File: src/rtl/cap_pkg.sv
package cap_pkg;
    localparam int MODE_W = 4;
    localparam int PS_W   = 4;

    localparam logic [MODE_W-1:0] MODE_OFF    = 4'b0000;
    localparam logic [MODE_W-1:0] MODE_FALL   = 4'b0100;
    localparam logic [MODE_W-1:0] MODE_RISE   = 4'b0101;
    localparam logic [MODE_W-1:0] MODE_RISE4  = 4'b0110;
    localparam logic [MODE_W-1:0] MODE_RISE16 = 4'b0111;

    localparam logic [PS_W-1:0] LAST4  = PS_W'(3);
    localparam logic [PS_W-1:0] LAST16 = PS_W'(15);

    typedef struct packed {
        logic              prev;
        logic [MODE_W-1:0] mode;
        logic [PS_W-1:0]   cnt;
    } qual_st_t;

    function automatic logic mode_enabled(input logic [MODE_W-1:0] m);
        return (m == MODE_FALL) || (m == MODE_RISE) ||
               (m == MODE_RISE4) || (m == MODE_RISE16);
    endfunction
endpackage

File: src/rtl/cap_sync.sv
module cap_sync #(
    parameter int STAGES = 2
) (
    input  logic clk,
    input  logic rst_n,
    input  logic d_i,
    output logic q_o
);
    logic [STAGES-1:0] sh_d, sh_q;

    always_comb begin
        sh_d = {sh_q[STAGES-2:0], d_i};
    end

    always_ff @(posedge clk) begin
        if (!rst_n) sh_q <= '0;
        else        sh_q <= sh_d;
    end

    assign q_o = sh_q[STAGES-1];
endmodule

File: src/rtl/cap_qual.sv
module cap_qual
    import cap_pkg::*;
(
    input  logic              clk,
    input  logic              rst_n,
    input  logic              smp_i,
    input  logic [MODE_W-1:0] mode_i,
    input  logic              port_wr_i,
    output logic              evt_o
);
    qual_st_t st_d, st_q;
    logic rise, fall, chg, pin_hit;

    always_comb begin
        st_d      = st_q;
        st_d.prev = smp_i;
        st_d.mode = mode_i;
        rise      = smp_i & ~st_q.prev;
        fall      = ~smp_i & st_q.prev;
        chg       = (mode_i != st_q.mode);
        pin_hit   = 1'b0;
        case (mode_i)
            MODE_FALL: begin
                pin_hit  = fall;
                st_d.cnt = '0;
            end
            MODE_RISE: begin
                pin_hit  = rise;
                st_d.cnt = '0;
            end
            MODE_RISE4: begin
                if (rise) begin
                    if (st_q.cnt >= LAST4) begin
                        pin_hit  = 1'b1;
                        st_d.cnt = '0;
                    end else begin
                        st_d.cnt = st_q.cnt + 1'b1;
                    end
                end
            end
            MODE_RISE16: begin
                if (rise) begin
                    if (st_q.cnt >= LAST16) begin
                        pin_hit  = 1'b1;
                        st_d.cnt = '0;
                    end else begin
                        st_d.cnt = st_q.cnt + 1'b1;
                    end
                end
            end
            default: st_d.cnt = '0;
        endcase
        if (chg) begin
            pin_hit  = 1'b0;
            st_d.cnt = '0;
        end
        evt_o = mode_enabled(mode_i) & (pin_hit | port_wr_i);
    end

    always_ff @(posedge clk) begin
        if (!rst_n) begin
            st_q.prev <= 1'b0;
            st_q.mode <= MODE_OFF;
            st_q.cnt  <= '0;
        end else begin
            st_q <= st_d;
        end
    end
endmodule

File: src/rtl/cap_tsel.sv
module cap_tsel #(
    parameter int TMR_W = 16,
    parameter int N_TMR = 4,
    localparam int SEL_W = $clog2(N_TMR)
) (
    input  logic [N_TMR*TMR_W-1:0] tmr_i,
    input  logic [SEL_W-1:0]       sel_i,
    output logic [TMR_W-1:0]       val_o
);
    logic [TMR_W-1:0] lane [N_TMR];

    for (genvar g = 0; g < N_TMR; g++) begin : g_lane
        assign lane[g] = tmr_i[g*TMR_W +: TMR_W];
    end

    always_comb begin
        val_o = '0;
        for (int i = 0; i < N_TMR; i++) begin
            if (sel_i == SEL_W'(i)) val_o = lane[i];
        end
    end
endmodule

File: src/rtl/cap_unit.sv
module cap_unit
    import cap_pkg::*;
#(
    parameter int TMR_W = 16,
    parameter int N_TMR = 4,
    parameter int SYNC_STAGES = 2,
    localparam int SEL_W = $clog2(N_TMR)
) (
    input  logic                   clk,
    input  logic                   rst_n,
    input  logic                   cap_pin_i,
    input  logic [MODE_W-1:0]      mode_i,
    input  logic [SEL_W-1:0]       tsel_i,
    input  logic [N_TMR*TMR_W-1:0] tmr_i,
    input  logic                   port_wr_i,
    input  logic                   clr_i,
    output logic [TMR_W-1:0]       cap_val_o,
    output logic                   cap_flag_o
);
    typedef struct packed {
        logic [TMR_W-1:0] val;
        logic             flag;
    } hold_st_t;

    logic             smp;
    logic             cap_evt;
    logic [TMR_W-1:0] tsel_val;
    hold_st_t         hs_d, hs_q;

    cap_sync #(.STAGES(SYNC_STAGES)) u_sync (
        .clk (clk), .rst_n (rst_n), .d_i (cap_pin_i), .q_o (smp)
    );

    cap_qual u_qual (
        .clk (clk), .rst_n (rst_n), .smp_i (smp), .mode_i (mode_i),
        .port_wr_i (port_wr_i), .evt_o (cap_evt)
    );

    cap_tsel #(.TMR_W(TMR_W), .N_TMR(N_TMR)) u_tsel (
        .tmr_i (tmr_i), .sel_i (tsel_i), .val_o (tsel_val)
    );

    always_comb begin
        hs_d = hs_q;
        if (clr_i)   hs_d.flag = 1'b0;
        if (cap_evt) begin
            hs_d.val  = tsel_val;
            hs_d.flag = 1'b1;
        end
    end

    always_ff @(posedge clk) begin
        if (!rst_n) hs_q <= '0;
        else        hs_q <= hs_d;
    end

    assign cap_val_o  = hs_q.val;
    assign cap_flag_o = hs_q.flag;
endmodule

File: config.mk
export PLATFORM = sky130hd
export DESIGN_NAME = cap_unit
export DESIGN_NICKNAME = d
export VERILOG_FILES = /design/src/rtl/cap_pkg.sv /design/src/rtl/cap_sync.sv /design/src/rtl/cap_qual.sv /design/src/rtl/cap_tsel.sv /design/src/rtl/cap_unit.sv
export SDC_FILE = /design/constraint.sdc
export NUM_CORES = 1
export LEC_CHECK = 0
export CORE_MARGIN = 2
export CORE_UTILIZATION = 45
export DETAILED_ROUTE_END_ITERATION = 8
export DONT_BUFFER_PORTS = 1
export HOLD_SLACK_MARGIN = 0.03
export SYNTH_ARGS = -nofsm -noshare
export SYNTH_HDL_FRONTEND = slang
export SYNTH_SLANG_ARGS = --single-unit
export TNS_END_PERCENT = 5
File: constraint.sdc
create_clock -name clk -period 1.6 [get_ports clk]
set_clock_uncertainty 0.1 [all_clocks]
set_input_delay 0.08 -clock clk [delete_from_list [all_inputs] [get_ports clk]]
set_output_delay 0.08 -clock clk [all_outputs]
set_load 0.02 [all_outputs]
Word-level counts from Yosys, hierarchy flattened:

Index checks and enable logic that the tools add are counted.
Widths: inputs -> output; s select.

* input port bits: 75
* flip-flop bits (word level): 28
* logic and storage cells: 50
* output and inout port bits: 17

* equality and inequality tests: 10
* magnitude comparators: 2
* reduce and logical (&&, ||, !) cells: 7
* bitwise logic cells: 7
* add/subtract/negate cells: 1
* multiplexer cells: 17

Operator list (count)
* $mux 16: 4
* $eq 4x3->1 const B: 4
* $mux 4: 4
* $pmux 4 s2: 1
* $mux 1: 7
* $add 4x1->4 const B: 1
* $eq 2x2->1 const B: 2
* $ge 4x2->1 const B: 1
* $ge 4x4->1 const B: 1
* $ne 2x1->1 const B: 2
* $ne 4x4->1: 1
* $pmux 1 s4: 1
* $and 1x1->1: 3
* $logic_or 1x1->1: 3
* $not 1->1: 3
* $eq 2x1->1 const B: 1
* $logic_not 2->1: 1
* $reduce_and 2->1: 1
* $reduce_bool 2->1: 1
* $reduce_or 2->1: 1
* $or 1x1->1: 1

Logic depth before layout (Yosys ltp):

Gate-level depths: netlist of the first run.

* depth in word-level cells: 8
* gate-level depth with buffers: 7
* mapped depth without buffers: 6

By module:

A second synthesis of the first run with hierarchy kept.

* cell total of the unflattened synthesis: 130
* area total of the unflattened synthesis: 1605.3 sq um

By module, submodules not included
* cap_unit: area an instance 649.4 sq um, cells an instance 54, sequential area each 340.3 sq um, times used 1
* cap_qual: area an instance 479.2 sq um, cells an instance 52, sequential area each 180.2 sq um, times used 1
* cap_tsel: area an instance 424.2 sq um, cells an instance 20, sequential area each 0.0 sq um, times used 1
* cap_sync: area an instance 52.6 sq um, cells an instance 4, sequential area each 40.0 sq um, times used 1

Worst setup path after synthesis of the first run:

No wires, ideal clock.

* kind: reg2reg
* start point: register u_qual.st_q[0] (netlist bit)
* end point: register hs_q, in the netlist cap_flag_o
* slack: -201 ps
* data arrival time: 1581 ps
* library setup time: 120 ps
* path buffers: 1
* period minus slack after synthesis: 1801 ps
* data required time: 1380 ps
* cell stages (with the launch flop): 7
* path through: dfxtp_1 > ha_1 > a21boi_0 > a211oi_1 > o2111a_2 > buf_4 > o31a_1

* cells in the longest elaborated chain, start to end: 8
* elaborated cells between the ends (all ways): 12
* those cells by class: order compare: 2; mux: 7; bitwise: 2; reduce/logical: 1

RTL lines
* start: declaration: line cap_qual.sv:11 `qual_st_t st_d, st_q;`
* start signal: assignment: line cap_qual.sv:66 `st_q <= st_d;`
* $ge 4x4->1 / $ge 4x2->1 (equally long branches): line cap_qual.sv:43, cap_qual.sv:33
* $mux 1, on equally long branches: line cap_qual.sv:43, cap_qual.sv:33
* $mux 1, on equally long branches: line cap_qual.sv:42, cap_qual.sv:32
* $pmux 1 s4 *: line cap_qual.sv:22 `case (mode_i)`
* $mux 1 *: line cap_qual.sv:53 `if (chg) begin`
* $or 1x1->1 *: line cap_qual.sv:57 `evt_o = mode_enabled(mode_i) & (pin_hit | port_wr_i);`
* $and 1x1->1 *: line cap_qual.sv:57
* $mux 1 / $reduce_bool 2->1 (equally long branches)
* end signal: assignment: line cap_unit.sv:54 `else hs_q <= hs_d;`
* end: declaration: line cap_unit.sv:28 `hold_st_t hs_d, hs_q;`

Mark *: on every way between the ends. The rest lies on a longest branch, timed or not.
A chain may end at the register's enable or synchronous reset.

Worst setup path in the final report of the first run:

* start point: register u_qual.st_q[1] (netlist bit)
* end point: register hs_q, in the netlist cap_val_o[9]

* cells in the longest elaborated chain, start to end: 7
* elaborated cells between the ends (all ways): 10
* those cells by class: order compare: 2; mux: 6; bitwise: 2

RTL lines (line)
* $ge 4x4->1 / $ge 4x2->1 (equally long branches): cap_qual.sv:43, cap_qual.sv:33
* $mux 1, on equally long branches: cap_qual.sv:43, cap_qual.sv:33
* $mux 1, on equally long branches: cap_qual.sv:42, cap_qual.sv:32
* $pmux 1 s4 *: cap_qual.sv:22
* $mux 1 *: cap_qual.sv:53
* $or 1x1->1 *: cap_qual.sv:57
* $and 1x1->1 *: cap_qual.sv:57

Marks and branches as above.

==> key figures, run 1 <==
Final layout
  – Fin util: 0.622
  – # fillers: just over 300
  – FF+latch area: about 570 sq um
  – Layout area overhead: 31.0%
  – Commonest non-fill, non-tap cell in the layout: dfxtp_1
  – Fraction of layout cells with a size suffix above 1: 0.362
  – Area occupied by multi-input gates: about 1100 sq um
  – Finished Layout Cells: roughly 220
  – Final nets: 254
  – Antenna diodes: 0
  – Most frequent cells in the layout: 22 x dfxtp_1, 16 x mux4_2, 16 x o21ai_0

Drt
  – WL final: about 4.3 mm
  – Post-detailed-route DRC marker count: 0
  – Initial drt markers: 93
  – Routed vias/inst: 6.12
  – Pre-Repair DR Iteration Count: 6
  – ANT nets after route: 0
  – Wire length per cell: just under 20 um
  – Vias: 1365

Global route
  – Antenna violations before repair: 0
  – Largest net degree at the start of global routing: 26
  – Global-route wire length before repair: between 6 and 7 mm
  – GRT overflow: 0
  – Vias in the first global route: around 1400
  – Global Route Usage Sum: 0.218

STA
  – Least-Margin Pin Slew: between 0.6 and 0.7 ns
  – Share of the clock period used by the worst path: 1.09
  – Relative slew slack: 0.593
  – Final setup violation count: 17
  – Post-route minimum period: approximately 1.8 ns
  – Slew Viols, Final: 0
  – Max Clock Freq: between 500 and 600 MHz
  – RSZ-0062 raised after global routing: true
  – Setup_tns: -2.18 ns
  – Final WS setup: -0.151 ns
  – Hold Violations, Final: 0

Pwr
  – Worst vdd ir: approximately 0.44 mV
  – Sw frac: 0.242
  – Part of the power in registers: 0.575
  – Switching pwr: roughly 0.00032 W
  – Power Total: roughly 0.0013 W
  – Clk pwr share: 0.260
  – P_int: around 0.0010 W
  – PwrDens: roughly 630 nW/um^2
  – Logic gate share of total power: 0.165
  – Static leakage: 0.700 nW

Worst setup path
  – Worst setup path class: flip-flop to flip-flop
  – Worst path cell trace: ha_4 -> o21bai_4 -> a211oi_4 -> buf_4 -> o2111ai_4 -> buf_6 -> nand3_1 -> a21boi_1
  – Worst setup SP type: flip-flop
  – CP max stage delay: 0.38 ns
  – Critical path's slowest cell: dfxtp_2
  – RR Startpoint: u_qual.st_q[1]
  – Critical path arrival: 1.88 ns
  – Worst Setup SP: u_qual.st_q[1]
  – Required time of the worst setup path: 1.73 ns
  – FF-to-FF path depth: 8
  – Setup crit end: cap_val_o[9]
  – Stages on worst setup path: 8
  – Crit-path leading delay family: compound AO/OA/AOI/OAI gates
  – Kind of end point of the critical path: flip-flop
  – Crit path max fanout: 9
  – WP buf/inv: 2
  – FF-to-FF setup slack: -0.15 ns
  – FF-to-FF End: cap_val_o[9]

Placed design
  – Placed cells: 202
  – IO Port Bufs: 0
  – HPWL Detailed: 2.99 mm
  – Worst slack, placed: -0.215 ns
  – Gp weighted congestion: a little under 0.9

Floorplanning
  – Die H: roughly 64 um
  – Rows: 21
  – Core Box Area: about 3400 sq um
  – Ports: 92
  – Die area: roughly 4000 sq um
  – Die X: between 60 and 70 um
  – Initial Utilization: 0.475

CTS
  – H-tree depth: 1
  – Max Buffers Root-to-Sink: 2
  – Root Buffer: clkbuf_4
  – Num CTS Buffers: 3
  – Clk_lat worst skew: between 0.3 and 0.4 ns
  – CTS tree: done
  – Reg clk slew, reported paths: approximately 0.15 ns
  – Total clock sinks: 28

Synth
  – Seq/Total Area, Yosys: 0.351
  – Syn Nets: roughly 230
  – Gate Count Post-Synth: around 150
  – Synth area leaders: dfxtp_1 35%, mux4_2 23%, o21ai_0 5.6%
  – Yosys reg bits: 28
  – Post-Syn Area per Cell: between 10 and 15 sq um
  – Ys async rst share: 0
  – Post-synth EDFFs: 0
  – Mapped cell area: 1600 sq um
  – Post-synth top area share: 0.351
  – Unique cell type count in the Yosys netlist: 33
  – Yosys Warn Count: 0
  – Ys flop type: dfxtp_1
  – Cell taking the most area after synthesis: dfxtp_1

Flow run
  – Max-cap violations: 0

Run status
  – Status: finished, violations left
  – Failing checks: setup timing

Worst hold path
  – HP Class: input pin to flip-flop
==> power by group through the flow <==
stage | Clock (W) | Combinational, W | Sequential [W]
after floorplan | 0 | 0.000158 | 0.000768
after global placement | 0 | 0.000159 | 0.000773
after detailed placement | 0 | 0.000160 | 0.000774
after CTS | 0.000359 | 0.000193 | 0.000761
after global routing | 0.000398 | 0.000234 | 0.000765
final | 0.000345 | 0.000219 | 0.000762
==> state kept, by name, indices dropped and copies added, names as in the netlist <==
signal       cells
u_sync.sh_q      2
cap_val_o       16
u_qual.st_q      9
cap_flag_o       1
==> worst min path at each step <==
stage               from  cells after the start        endpoint  slack [ns]
5_1_grt        tsel_i[1]                      3   cap_val_o[11]        0.03
4_1_cts            rst_n                      1      cap_flag_o       -0.25
2_1_floorplan  mode_i[0]                      1  u_qual.st_q[4]        0.10
6_report       tsel_i[1]                      3    cap_val_o[4]        0.04
3_5_place_dp   mode_i[3]                      1  u_qual.st_q[7]        0.10
3_3_place_gp   mode_i[1]                      1  u_qual.st_q[5]        0.10
==> cell families (layout without fill, tap and decap cells) <==
| logic type | Yosys count | in the layout | synth area share |
|---|---|---|---|
| muxes | 17 | 17 | 0.232 |
| buffers and inverters | 12 | 37 | 0.0360 |
| adders and majority gates | 1 | 1 | 0.00783 |
| and+or+nand+nor | 42 | 42 | 0.150 |
| AOI/OAI and AO/OA | 47 | 48 | 0.201 |
| DFF | 28 | 28 | 0.351 |
| xor gates and xnor gates | 4 | 4 | 0.0219 |
==> metrics by stage <==
stage          hold WS [ns]  instance area, sq um
4_1_cts              -0.253                  1980
5_1_grt              0.0316                  2090
3_3_place_gp          0.103                  1740
3_5_place_dp          0.105                  1740
2_1_floorplan         0.102                  1620
6_report             0.0426                  2090
==> routing by layer <==
layer	vias up	GRT usage	part of all wire
li1	632	-	-
met5	-	0	0
met1	669	0.266	0.39
met2	60	0.380	0.53
met3	4	0.0554	0.072
met4	0	0.0571	0.0072
==> timing repair <==
| action | CTS | global route |
|---|---|---|
| resized for setup | 11 | 27 |
| buffers inserted | 2 | 0 |
| cloned | 1 | 0 |
| pin swaps | 3 | 4 |
| endpoints found under the hold margin | 28 | 21 |
| hold buffers | 11 | 3 |
| setup endpoints to repair | 20 | 21 |
==> worst register-to-register path: stages, from the launching register on <==
cell and delay [ns]:
dfxtp_2 0.38, ha_4 0.18, o21bai_4 0.09, a211oi_4 0.27, buf_4 0.17, o2111ai_4 0.13
buf_6 0.20, nand3_1 0.08, a21boi_1 0.06
==> area by class of cell <==
class,instances,area share
Sequential cell,28,0.273
Timing Repair Buffer,31,0.137
Tap cell,46,0.0275
Inverter,2,0.00359
Clock buffer,4,0.0173
Multi-Input combinational cell,112,0.542
==> cells in the mapped netlist, drive strengths merged, types with 2 or more instances <==
cell	n
xor2	4
nand2	2
a21oi	3
mux4	16
a21boi	17
buf	5
and2	8
clkbuf	5
nor2b	3
nor3	4
nand3	17
o21ai	18
dfxtp	28
inv	2
nor2	4
Note: power is estimated with default switching activity, not from simulation.
==> inputs of run 2 (changes only) <==
--- a/config.mk
+++ b/config.mk
@@ -10,6 +10,7 @@
 export DETAILED_ROUTE_END_ITERATION = 8
 export DONT_BUFFER_PORTS = 1
 export HOLD_SLACK_MARGIN = 0.03
+export SKIP_CTS_REPAIR_TIMING = 1
 export SYNTH_ARGS = -nofsm -noshare
 export SYNTH_HDL_FRONTEND = slang
 export SYNTH_SLANG_ARGS = --single-unit
==> key figures, run 2 (synthesized netlist as in run 1, its figures left out) <==
Run status
  – Status: finished, violations left
  – Failing checks: hold timing, setup timing

STA
  – Share of the clock period used by the worst path: 1.12 (+0.0288)
  – Slew Viols, Final: 0 (unchanged)
  – Hold Violations, Final: 21 (+21)
  – Post-route minimum period: 1.80 ns (+0.0461 ns)
  – Final hold slack: -0.239 ns (-0.282 ns)
  – Max Clock Freq: 556 MHz (-2.6%)
  – RSZ-0062 raised after global routing: true
  – Final setup violation count: 17 (unchanged)
  – Least-Margin Pin Slew: 0.670 ns (+0.0600 ns)
  – Relative slew slack: 0.553 (-0.0401)
  – Final WS setup: -0.197 ns (-0.0461 ns)

Floorplanning
  – Initial Utilization: 0.475 (unchanged)
  – Rows: 21 (unchanged)
  – Ports: 92 (unchanged)
  – Core Box Area: 3360 sq um (unchanged)
  – Die H: 63.6 um (unchanged)
  – Die area: 4040 sq um (unchanged)
  – Die X: 63.6 um (unchanged)

Pwr
  – PwrDens: 646 nW/um^2 (+2.1%)
  – Switching pwr: 0.000321 W (about the same)
  – Worst vdd ir: 0.496 mV (+14%)
  – Part of the power in registers: 0.576 (about the same)
  – Static leakage: 0.686 nW (-2.0%)
  – Sw frac: 0.243 (+0.000845)
  – P_int: 0.000999 W (-0.54%)
  – Clk pwr share: 0.266 (+0.006)
  – Logic gate share of total power: 0.158 (-0.007)

Drt
  – Initial drt markers: 55 (-41%)
  – ANT nets after route: 0 (unchanged)
  – Pre-Repair DR Iteration Count: 4 (-2)
  – WL final: 4.18 mm (-2.5%)
  – Wire length per cell: 18.9 um (-1.6%)
  – Post-detailed-route DRC marker count: 0 (unchanged)
  – Routed vias/inst: 6.14 (+0.39%)
  – Vias: 1358 (-0.51%)

Worst hold path
  – HP Class: input pin to flip-flop

CTS
  – Root Buffer: clkbuf_4
  – Max Buffers Root-to-Sink: 2 (unchanged)
  – CTS tree: done
  – H-tree depth: 1 (unchanged)
  – Total clock sinks: 28 (unchanged)
  – Num CTS Buffers: 3 (unchanged)
  – Reg clk slew, reported paths: 0.15 ns (about the same)
  – Clk_lat worst skew: 0.33 ns (about the same)

Worst setup path
  – CP most frequent cell: buf_4
  – Crit path max fanout: 9 (unchanged)
  – Worst setup SP type: flip-flop
  – CP max stage delay: 0.36 ns (-0.02 ns)
  – Critical path arrival: 1.92 ns (+0.04 ns)
  – Kind of end point of the critical path: flip-flop
  – Worst setup path class: flip-flop to flip-flop
  – Required time of the worst setup path: 1.73 ns (about the same)
  – Critical path's slowest cell: dfxtp_2
  – Worst path cell trace: xor2_2 -> nor4_4 -> buf_4 -> buf_4 -> o2111ai_4 -> buf_6 -> nand3_1 -> a21boi_1

Global route
  – Global-route wire length before repair: 6.17 mm (-9.5%)
  – Largest net degree at the start of global routing: 26 (unchanged)
  – Antenna violations before repair: 0 (unchanged)
  – GRT overflow: 0 (unchanged)
  – Global Route Usage Sum: 0.194 (-0.0237)
  – Vias in the first global route: 1324 (-6.7%)

Final layout
  – # fillers: 309 (+0.98%)
  – Number of flip-flops in the largest register: 16 (unchanged)
  – Final Cell Area: 2040 sq um (-2.5%)
  – Fin util: 0.607 (-0.0153)
  – Final nets: 252 (-0.79%)
  – Commonest non-fill, non-tap cell in the layout: dfxtp_1
  – Antenna diodes: 0 (unchanged)
  – Most frequent cells in the layout: 24 x dfxtp_1, 17 x nand3_1, 16 x mux4_2
  – Fraction of layout cells with a size suffix above 1: 0.366 (+0.00413)
  – Layout area overhead: 27.8%

Placed design
  – HPWL Detailed: 2.99 mm (unchanged)
  – Gp weighted congestion: 0.876 (unchanged)
  – Post-DP Area: 1740 sq um (unchanged)
  – IO Port Bufs: 0 (unchanged)

Flow run
  – Max-cap violations: 0 (unchanged)
[run 2: worst max-delay path, delay by kind of cell (launching register included)]
kind / cells / cell delay [ns]
xor+xnor: 1 / 0.16
simple gates: 2 / 0.35
compound gates: 2 / 0.21
flops: 1 / 0.36
buf+inv: 3 / 0.53
[run 2: path summary, 6_finish.rpt]
| check | from | slack, ns | depth (start not counted) | endpoint |
|---|---|---|---|---|
| hold / removal | rst_n | -0.24 | 1 | cap_flag_o |
| hold reg to reg | cap_val_o[5] | 0.49 | 2 | cap_val_o[5] |
| setup / recovery | u_qual.st_q[4] | -0.20 | 8 | cap_val_o[15] |
| setup reg to reg | u_qual.st_q[4] | -0.20 | 8 | cap_val_o[15] |
[run 2: power by group through the flow]
| stage | Clock [W] | Sequential (W) | Combinational, W |
|---|---|---|---|
| floorplan | 0 | 0.000768 | 0.000158 |
| global placement | 0 | 0.000773 | 0.000159 |
| detailed placement | 0 | 0.000774 | 0.000160 |
| CTS | 0.000359 | 0.000759 | 0.000161 |
| global route | 0.000396 | 0.000763 | 0.000225 |
| finish | 0.000351 | 0.000760 | 0.000208 |
[run 2: stage by stage]
| stage | total power [W] | hold WS, ns | setup slack [ns] | TNS, ns | cells |
|---|---|---|---|---|---|
| global route | 0.00138 | -0.267 | -0.265 | -4.29 | 221 |
| finish | 0.00132 | -0.239 | -0.197 | -2.77 | 221 |
| CTS | 0.00128 | -0.253 | -0.245 | -3.72 | 206 |
| global placement | 0.000932 | 0.103 | -0.144 | -2.10 | 202 |
| detailed placement | 0.000934 | 0.105 | -0.215 | -2.99 | 202 |
| floorplan | 0.000926 | 0.102 | -0.0531 | -0.515 | 151 |
[run 2: layout make-up]
type | instances | area, sq um | share of cell area
Sequential cell | 28 | 566 | 0.277
Multi-Input combinational cell | 113 | 1130 | 0.553
Clock buffer | 4 | 36.3 | 0.0178
Inverter | 2 | 7.51 | 0.00368
Tap cell | 46 | 57.6 | 0.0282
Timing Repair Buffer | 28 | 246 | 0.121
[run 2: per-layer routing]
metal / GRT usage / up-vias / wire [um]
met5: 0 / - / 0
met4: 0.0543 / 0 / 34
met3: 0.0536 / 4 / 317
met2: 0.338 / 63 / 2230
met1: 0.233 / 662 / 1600
li1: - / 629 / -
